`src/rtl/gpio_blink_pkg.sv`:
```
package gpio_blink_pkg;

    localparam int REG_W = 32;

    // Byte offsets of the register bank
    localparam int OFS_DOUT  = 'h00;
    localparam int OFS_DIR   = 'h04;
    localparam int OFS_BLINK = 'h08;
    localparam int OFS_POL   = 'h0C;
    localparam int OFS_DIN   = 'h10;

    typedef enum logic [2:0] {
        SEL_DOUT,
        SEL_DIR,
        SEL_BLINK,
        SEL_POL,
        SEL_DIN,
        SEL_NONE
    } reg_sel_e;

    typedef struct packed {
        logic [REG_W-1:0] dout;
        logic [REG_W-1:0] dir;
        logic [REG_W-1:0] blink;
        logic [REG_W-1:0] pol;
        logic [REG_W-1:0] rdata;
    } bank_regs_t;

    function automatic logic [REG_W-1:0] line_mask(input int lines);
        logic [63:0] wide;
        wide = (64'd1 << lines) - 64'd1;
        return wide[REG_W-1:0];
    endfunction

endpackage

```
`src/rtl/gpio_sync2.sv`:
```
module gpio_sync2 #(
    parameter int LINES = 32
) (
    input  logic             clk,
    input  logic             rst_n,
    input  logic [LINES-1:0] raw_in,
    output logic [LINES-1:0] sync_out
);
    typedef struct packed {
        logic [LINES-1:0] meta;
        logic [LINES-1:0] stable;
    } sync_t;

    sync_t st_d, st_q;

    always_comb begin
        st_d        = st_q;
        st_d.meta   = raw_in;
        st_d.stable = st_q.meta;
    end

    always_ff @(posedge clk or negedge rst_n) begin
        if (!rst_n) st_q <= '0;
        else        st_q <= st_d;
    end

    assign sync_out = st_q.stable;

    // the stable stage lags the first stage by exactly one clock
    a_r4_sync_chain: assert property (@(posedge clk) disable iff (!rst_n)
        1'b1 |=> st_q.stable == $past(st_q.meta));

endmodule

```
`src/rtl/gpio_blink_div.sv`:
```
module gpio_blink_div #(
    parameter int BLINK_HALF = 12_500_000
) (
    input  logic clk,
    input  logic rst_n,
    output logic phase
);
    localparam int CNT_W = (BLINK_HALF < 2) ? 1 : $clog2(BLINK_HALF);
    localparam logic [CNT_W-1:0] CNT_LAST = CNT_W'(BLINK_HALF - 1);

    typedef struct packed {
        logic [CNT_W-1:0] cnt;
        logic             phase;
    } div_t;

    div_t dv_d, dv_q;

    always_comb begin
        dv_d = dv_q;
        if (dv_q.cnt == CNT_LAST) begin
            dv_d.cnt   = '0;
            dv_d.phase = ~dv_q.phase;
        end else begin
            dv_d.cnt   = dv_q.cnt + 1'b1;
        end
    end

    always_ff @(posedge clk or negedge rst_n) begin
        if (!rst_n) dv_q <= '0;
        else        dv_q <= dv_d;
    end

    assign phase = dv_q.phase;

    // the phase only moves at the end of a half period
    a_r5_phase_hold: assert property (@(posedge clk) disable iff (!rst_n)
        (dv_q.cnt != CNT_LAST) |=> $stable(phase));

    a_r5_phase_flip: assert property (@(posedge clk) disable iff (!rst_n)
        (dv_q.cnt == CNT_LAST) |=> (phase != $past(phase)));

    // counter never leaves its range
    a_r5_cnt_range: assert property (@(posedge clk) disable iff (!rst_n)
        dv_q.cnt <= CNT_LAST);

endmodule

```
`src/rtl/gpio_regfile.sv`:
```
module gpio_regfile
    import gpio_blink_pkg::*;
#(
    parameter int LINES  = 32,
    parameter int ADDR_W = 8
) (
    input  logic              clk,
    input  logic              rst_n,
    input  logic              wr_en,
    input  logic              rd_en,
    input  logic [ADDR_W-1:0] addr,
    input  logic [REG_W-1:0]  wdata,
    input  logic [LINES-1:0]  din_sync,
    output logic [REG_W-1:0]  rdata,
    output logic [LINES-1:0]  dout,
    output logic [LINES-1:0]  dir,
    output logic [LINES-1:0]  blink
);
    localparam logic [REG_W-1:0] LMASK = line_mask(LINES);

    bank_regs_t rg_d, rg_q;
    reg_sel_e   sel;
    logic [REG_W-1:0] din_ext;
    logic [REG_W-1:0] wval;

    always_comb begin
        if      (addr == ADDR_W'(OFS_DOUT))  sel = SEL_DOUT;
        else if (addr == ADDR_W'(OFS_DIR))   sel = SEL_DIR;
        else if (addr == ADDR_W'(OFS_BLINK)) sel = SEL_BLINK;
        else if (addr == ADDR_W'(OFS_POL))   sel = SEL_POL;
        else if (addr == ADDR_W'(OFS_DIN))   sel = SEL_DIN;
        else                                 sel = SEL_NONE;
    end

    always_comb begin
        din_ext            = '0;
        din_ext[LINES-1:0] = din_sync;
    end

    assign wval = wdata & LMASK;

    always_comb begin
        rg_d       = rg_q;
        rg_d.rdata = '0;
        if (wr_en) begin
            case (sel)
                SEL_DOUT:  rg_d.dout  = wval;
                SEL_DIR:   rg_d.dir   = wval;
                SEL_BLINK: rg_d.blink = wval;
                SEL_POL:   rg_d.pol   = wval;
                default:   ;
            endcase
        end
        if (rd_en) begin
            case (sel)
                SEL_DOUT:  rg_d.rdata = rg_q.dout;
                SEL_DIR:   rg_d.rdata = rg_q.dir;
                SEL_BLINK: rg_d.rdata = rg_q.blink;
                SEL_POL:   rg_d.rdata = rg_q.pol;
                SEL_DIN:   rg_d.rdata = (din_ext ^ rg_q.pol) & LMASK;
                default:   rg_d.rdata = '0;
            endcase
        end
    end

    always_ff @(posedge clk or negedge rst_n) begin
        if (!rst_n) begin
            rg_q       <= '0;
            rg_q.dir   <= LMASK;
        end else begin
            rg_q       <= rg_d;
        end
    end

    assign rdata = rg_q.rdata;
    assign dout  = rg_q.dout[LINES-1:0];
    assign dir   = rg_q.dir[LINES-1:0];
    assign blink = rg_q.blink[LINES-1:0];

    // a write to a storage register lands masked
    a_r10_dir_write: assert property (@(posedge clk) disable iff (!rst_n)
        (wr_en && addr == ADDR_W'(OFS_DIR)) |=> rg_q.dir == ($past(wdata) & LMASK));

    // writes to data-in or unmapped offsets leave all storage unchanged
    a_r6_r7_write_ignored: assert property (@(posedge clk) disable iff (!rst_n)
        (wr_en && (sel == SEL_DIN || sel == SEL_NONE))
        |=> ($stable(rg_q.dout) && $stable(rg_q.dir) && $stable(rg_q.blink) && $stable(rg_q.pol)));

    // unmapped reads give zero
    a_r7_unmapped_zero: assert property (@(posedge clk) disable iff (!rst_n)
        (rd_en && sel == SEL_NONE) |=> rdata == '0);

    // upper bits never appear on the read bus
    a_r8_upper_zero: assert property (@(posedge clk) disable iff (!rst_n)
        (rdata & ~LMASK) == '0);

    // no read, no data
    a_r9_idle_zero: assert property (@(posedge clk) disable iff (!rst_n)
        !rd_en |=> rdata == '0);

endmodule

```
`src/rtl/gpio_blink_port.sv`:
```
module gpio_blink_port
    import gpio_blink_pkg::*;
#(
    parameter int LINES      = 32,
    parameter int ADDR_W     = 8,
    parameter int BLINK_HALF = 12_500_000
) (
    input  logic              clk,
    input  logic              rst_n,
    input  logic              wr_en,
    input  logic              rd_en,
    input  logic [ADDR_W-1:0] addr,
    input  logic [31:0]       wdata,
    output logic [31:0]       rdata,
    input  logic [LINES-1:0]  pin_in,
    output logic [LINES-1:0]  pad_out,
    output logic [LINES-1:0]  pad_oe
);
    logic [LINES-1:0] din_sync;
    logic [LINES-1:0] dout;
    logic [LINES-1:0] dir;
    logic [LINES-1:0] blink;
    logic             phase;

    gpio_sync2 #(.LINES(LINES)) u_sync (
        .clk      (clk),
        .rst_n    (rst_n),
        .raw_in   (pin_in),
        .sync_out (din_sync)
    );

    gpio_blink_div #(.BLINK_HALF(BLINK_HALF)) u_div (
        .clk   (clk),
        .rst_n (rst_n),
        .phase (phase)
    );

    gpio_regfile #(.LINES(LINES), .ADDR_W(ADDR_W)) u_regs (
        .clk      (clk),
        .rst_n    (rst_n),
        .wr_en    (wr_en),
        .rd_en    (rd_en),
        .addr     (addr),
        .wdata    (wdata),
        .din_sync (din_sync),
        .rdata    (rdata),
        .dout     (dout),
        .dir      (dir),
        .blink    (blink)
    );

    for (genvar i = 0; i < LINES; i++) begin : g_pad
        assign pad_out[i] = blink[i] ? phase : dout[i];
        assign pad_oe[i]  = ~dir[i];
    end

    // a direction write of all ones releases every pad on the next cycle
    a_r2_all_inputs: assert property (@(posedge clk) disable iff (!rst_n)
        (wr_en && addr == ADDR_W'(OFS_DIR) && (&wdata[LINES-1:0])) |=> pad_oe == '0);

endmodule

```
`config.mk`:
```
export PLATFORM = sky130hd
export DESIGN_NAME = gpio_blink_port
export DESIGN_NICKNAME = d
export VERILOG_FILES = /design/src/rtl/gpio_blink_pkg.sv /design/src/rtl/gpio_sync2.sv /design/src/rtl/gpio_blink_div.sv /design/src/rtl/gpio_regfile.sv /design/src/rtl/gpio_blink_port.sv
export SDC_FILE = /design/constraint.sdc
export NUM_CORES = 1
export LEC_CHECK = 0
export BUFFER_PORTS_ARGS = -buffer_cell sky130_fd_sc_hd__buf_4
export CAP_MARGIN = 5
export CORE_MARGIN = 3
export CORE_UTILIZATION = 28
export CTS_BUF_LIST = sky130_fd_sc_hd__clkbuf_16
export DETAILED_ROUTE_END_ITERATION = 16
export PLACE_DENSITY_LB_ADDON = 0.1
export REMOVE_ABC_BUFFERS = 1
export SLEW_MARGIN = 20
export SYNTH_ARGS = -nofsm -noshare
export SYNTH_HDL_FRONTEND = slang
export SYNTH_SLANG_ARGS = --single-unit
```
`constraint.sdc`:
```
create_clock -name clk -period 2.55 [get_ports clk]
set_input_delay 0.255 -clock clk [delete_from_list [all_inputs] [get_ports clk]]
set_output_delay 0.255 -clock clk [all_outputs]
set_load 0.02 [all_outputs]
```
==> metrics.md <==
| Metric | Value |
|---|---|
| Status | `finished clean` |
| Die outline area | `41400 µm²` |
| EDFF count, synth | `0` |
| Crit share post-route | `86.9%` |
| Critical path class | `register to output pin` |
| Count of warnings emitted by yosys | `0` |
| Top FF cell, synth | `sky130_fd_sc_hd__dfrtp_1` |
| Floorplan Core Area | `38000 µm²` |
| Synthesized area divided by synthesized cell count | `12.6 µm²` |
| Nets | `1163` |
| Library cell used as clock root buffer | `sky130_fd_sc_hd__clkbuf_16` |
| Count of buffers from port buffering | `171` |
| Overall global routing resource usage | `14.4%` |
| Initial core utilization | `28.7%` |
| Buffers inserted during post-CTS setup optimization | `0` |
| Share of total power in sequential cells | `45.7%` |
| IR Drop Worst-Case VDD | `0.000412 V` |
| LEAKAGE | `6.54 nW` |
| Setup_tns | `0 ns` |
| Sw Ratio | `23.1%` |
| Sequential standard cell area | `6270 µm²` |
| Max-slew violation count | `0` |
| Peak fanout along the critical path | `33` |
| Post-cts sizing count | `0` |
| Count of routing violations after the opening detailed-route iteration | `244` |
| First-pass iteration count of the detailed router | `4` |
| Clock input transition at the sequential cells of the worst setup and hold paths | `0.06 ns` |
| Post-synth cell types | `44` |
| Syn-to-layout area delta | `31.4%` |
| Number of global-route vias before repair | `7713` |
| Cell area after synthesis | `10900 µm²` |
| GP Congestion | `0.733` |
| Net switching power figure | `2.14 mW` |
| Number of antenna violations at the first check in global routing | `0` |
| Final count of hold timing violations | `0` |
| Number of standard-cell rows in the floorplan | `71` |
| Number of synthesized register bits | `249` |
| Number of clock buffers inserted by TritonCTS | `30` |
| Worst endpoint data arrival time | `1.96 ns` |
| DRC violation count after routing | `0` |
| CTS H-tree depth | `1` |
| Layout cells sized above 1 | `40.4%` |
| Post-synth ARST share | `100%` |
| Average via count per standard cell | `4.45` |
| Final worst path period need | `2.22 ns` |
| Total length of routed wires | `29900 µm` |
| Multi-input gate area | `4110 µm²` |
| Pin count of the biggest net entering global routing | `71` |
| Number of setup violations in the final report | `0` |
| X dimension of the die | `203 µm` |
| Clock network power share | `45.9%` |
| CP Capture Type | `output pin` |
| Ant diodes | `0` |
| Number of fill cells in the layout | `3755` |
| Hold Buf Count CTS | `65` |
| Clock net sink count | `249` |
| Worst min path class | `input port to register` |
| Peak clock frequency supported by timing | `0.451 GHz` |
| Total global routing overflow | `0` |
| Cell area power density | `644 nW/µm²` |
| Remaining antenna violation count | `0` |
| Clock tree from TritonCTS | `done` |
| Latest clock arrival within the worst-skew pair | `0.56 ns` |
| Final hold slack | `0.196 ns` |
| Number of instances in the synthesized netlist | `867` |
| CTS Buffer Depth | `3` |
| Dpl hpwl | `19200 µm` |
| Wire length of the first global-routing pass | `46600 µm` |
| Type of element launching the critical path | `register` |
| Slew headroom | `44.8%` |
| Clock Skews | `0.00615 ns` |
| Logic gate share of total power | `8.4%` |
| Number of violations of the max-capacitance limit | `0` |
| Internal portion of total power | `7.10 mW` |
| Setup repair after global routing missed its margin | `false` |
| Vias after detailed routing | `7219` |
| Sequential share of the synthesized area | `57.4%` |
| Slew at the pin closest to its max-slew limit | `0.828 ns` |
| I/O pin count | `172` |
| Height of the die | `203 µm` |
| Worst endpoint required time | `2.30 ns` |
| Average wire per standard cell | `18.4 µm` |
==> per-layer routing <==
layer	wire length (µm)	global-route usage [%]	vias up
met3	1000	2.19	35
met2	14500	24.4	124
li1	-	-	3429
met1	13900	19.8	3631
met5	0	0	-
met4	567	3.05	0
==> kinds of logic (layout without fill, tap and decap cells) <==
logic type               count (synthesis)  count (layout)  synth area share, %
flip-flops                             249             249                 57.4
multiplexers                           192             192                 19.8
AND/OR/NAND/NOR                        153             153                 7.22
AO/OA/AOI/OAI                          115             115                 6.64
buffers and inverters                  112             355                 5.18
XOR/XNOR                                45              45                 3.61
adder cells (fa/ha/maj)                  1               1                0.115
==> worst paths after layout <==
kind | from | end | slack, ns | cells after the start
worst max-delay path | u_div.phase$_DFFE_PN0N_ | pad_out[12] | 0.33 | 2
worst min-delay path | addr[6] | u_regs.rdata[8]$_DFF_PN0_ | 0.20 | 4
worst max register to register | u_div.dv_q[7]$_DFF_PN0_ | u_div.dv_q[20]$_DFF_PN0_ | 0.57 | 5
worst min register to register | u_sync.st_d[3]$_DFF_PN0_ | u_sync.sync_out[3]$_DFF_PN0_ | 0.35 | 0
max in group asynchronous | rst_n | u_regs.dir[26]$_DFFE_PN1P_ | 1.50 | 3
min in group asynchronous | rst_n | u_regs.rdata[29]$_DFF_PN0_ | 0.22 | 2
==> cell usage after synthesis (2+ instances only) <==
cell / n / area (µm²)
sky130_fd_sc_hd__nand3_1: 10 / 50.1
sky130_fd_sc_hd__buf_2: 10 / 50.1
sky130_fd_sc_hd__and3_1: 3 / 18.8
sky130_fd_sc_hd__o21ai_0: 24 / 120
sky130_fd_sc_hd__clkbuf_1: 29 / 109
sky130_fd_sc_hd__nor2_1: 52 / 195
sky130_fd_sc_hd__a22o_1: 11 / 96.3
sky130_fd_sc_hd__a21oi_1: 39 / 195
sky130_fd_sc_hd__mux2_1: 33 / 372
sky130_fd_sc_hd__nor3_1: 3 / 15.0
sky130_fd_sc_hd__or3_1: 3 / 18.8
sky130_fd_sc_hd__dfrtp_1: 217 / 5430
sky130_fd_sc_hd__xor2_1: 8 / 70.1
sky130_fd_sc_hd__xnor2_1: 37 / 324
sky130_fd_sc_hd__mux2_2: 159 / 1790
sky130_fd_sc_hd__dfstp_2: 32 / 841
sky130_fd_sc_hd__nand2_1: 31 / 116
sky130_fd_sc_hd__nor2b_1: 3 / 18.8
sky130_fd_sc_hd__and2_1: 22 / 138
sky130_fd_sc_hd__nand4_1: 7 / 43.8
sky130_fd_sc_hd__buf_4: 35 / 263
sky130_fd_sc_hd__o31ai_1: 4 / 30.0
sky130_fd_sc_hd__nand4b_1: 2 / 17.5
sky130_fd_sc_hd__or4_1: 4 / 30.0
sky130_fd_sc_hd__and4_1: 3 / 26.3
sky130_fd_sc_hd__nor4b_1: 3 / 26.3
sky130_fd_sc_hd__a22oi_1: 11 / 82.6
sky130_fd_sc_hd__a211oi_1: 21 / 158
sky130_fd_sc_hd__buf_1: 3 / 11.3
sky130_fd_sc_hd__inv_1: 34 / 128
==> layout make-up <==
cell class                 instances  area share (%)
clock buffer                      31            5.41
sequential                       249            43.7
clock inverter                    25            1.48
tap                              511            4.46
multi-input combinational        506            28.6
timing repair buffer             265            15.4
inverter                          34           0.890
==> registers in the layout, summed over array words and instances (netlist names) <==
signal / cells
u_div.dv_q: 24
u_sync.sync_out: 32
u_regs.rdata: 32
u_regs.dout: 32
u_div.phase: 1
u_regs.rg_q: 32
u_regs.blink: 32
u_regs.dir: 32
u_sync.st_d: 32
==> critical path: stages, from the launching register on <==
cell	delay [ns]
sky130_fd_sc_hd__dfrtp_2	0.91
sky130_fd_sc_hd__mux2_2	0.33
sky130_fd_sc_hd__buf_4	0.15
==> power groups by stage <==
stage | Combinational, mW | Sequential, mW | Clock (mW)
2_1_floorplan | 0.313 | 4.26 | 0
3_3_place_gp | 0.709 | 4.29 | 0
3_5_place_dp | 0.712 | 4.29 | 0
4_1_cts | 0.796 | 4.23 | 4.41
5_1_grt | 0.856 | 4.24 | 4.55
6_report | 0.776 | 4.22 | 4.24
==> stage by stage <==
stage,std cells,utilization [%],power (mW),area (µm²),worst slack [ns]
after global routing,1621,37.7,9.65,14300,0.228
after global placement,1500,33.4,5.00,12700,0.354
final,1621,37.7,9.24,14300,0.334
after floorplan,789,-,4.57,10500,-0.454
after CTS,1621,37.7,9.43,14300,0.254
after detailed placement,1500,33.4,5.01,12700,0.310
==> cell usage in the layout (no fill, tap or decap), drive strengths merged, types with 2 or more instances in the layout <==
master | netlist | routed
a211oi | 21 | 21
a21oi | 39 | 39
a22o | 11 | 11
a22oi | 11 | 11
and2 | 22 | 22
and3 | 3 | 3
and4 | 3 | 3
buf | 48 | 200
bufinv | 0 | 4
clkbuf | 30 | 31
clkinv | 0 | 13
dfrtp | 217 | 217
dfstp | 32 | 32
dlygate4sd3 | 0 | 65
inv | 34 | 41
mux2 | 192 | 192
nand2 | 31 | 31
nand3 | 10 | 10
nand4 | 7 | 7
nand4b | 2 | 2
nor2 | 52 | 52
nor2b | 3 | 3
nor3 | 4 | 4
nor4 | 2 | 2
nor4b | 3 | 3
o21ai | 24 | 24
o31ai | 4 | 4
or3 | 3 | 3
or4 | 5 | 5
xnor2 | 37 | 37
xor2 | 8 | 8
Note: power is estimated with default switching activity, not from simulation.
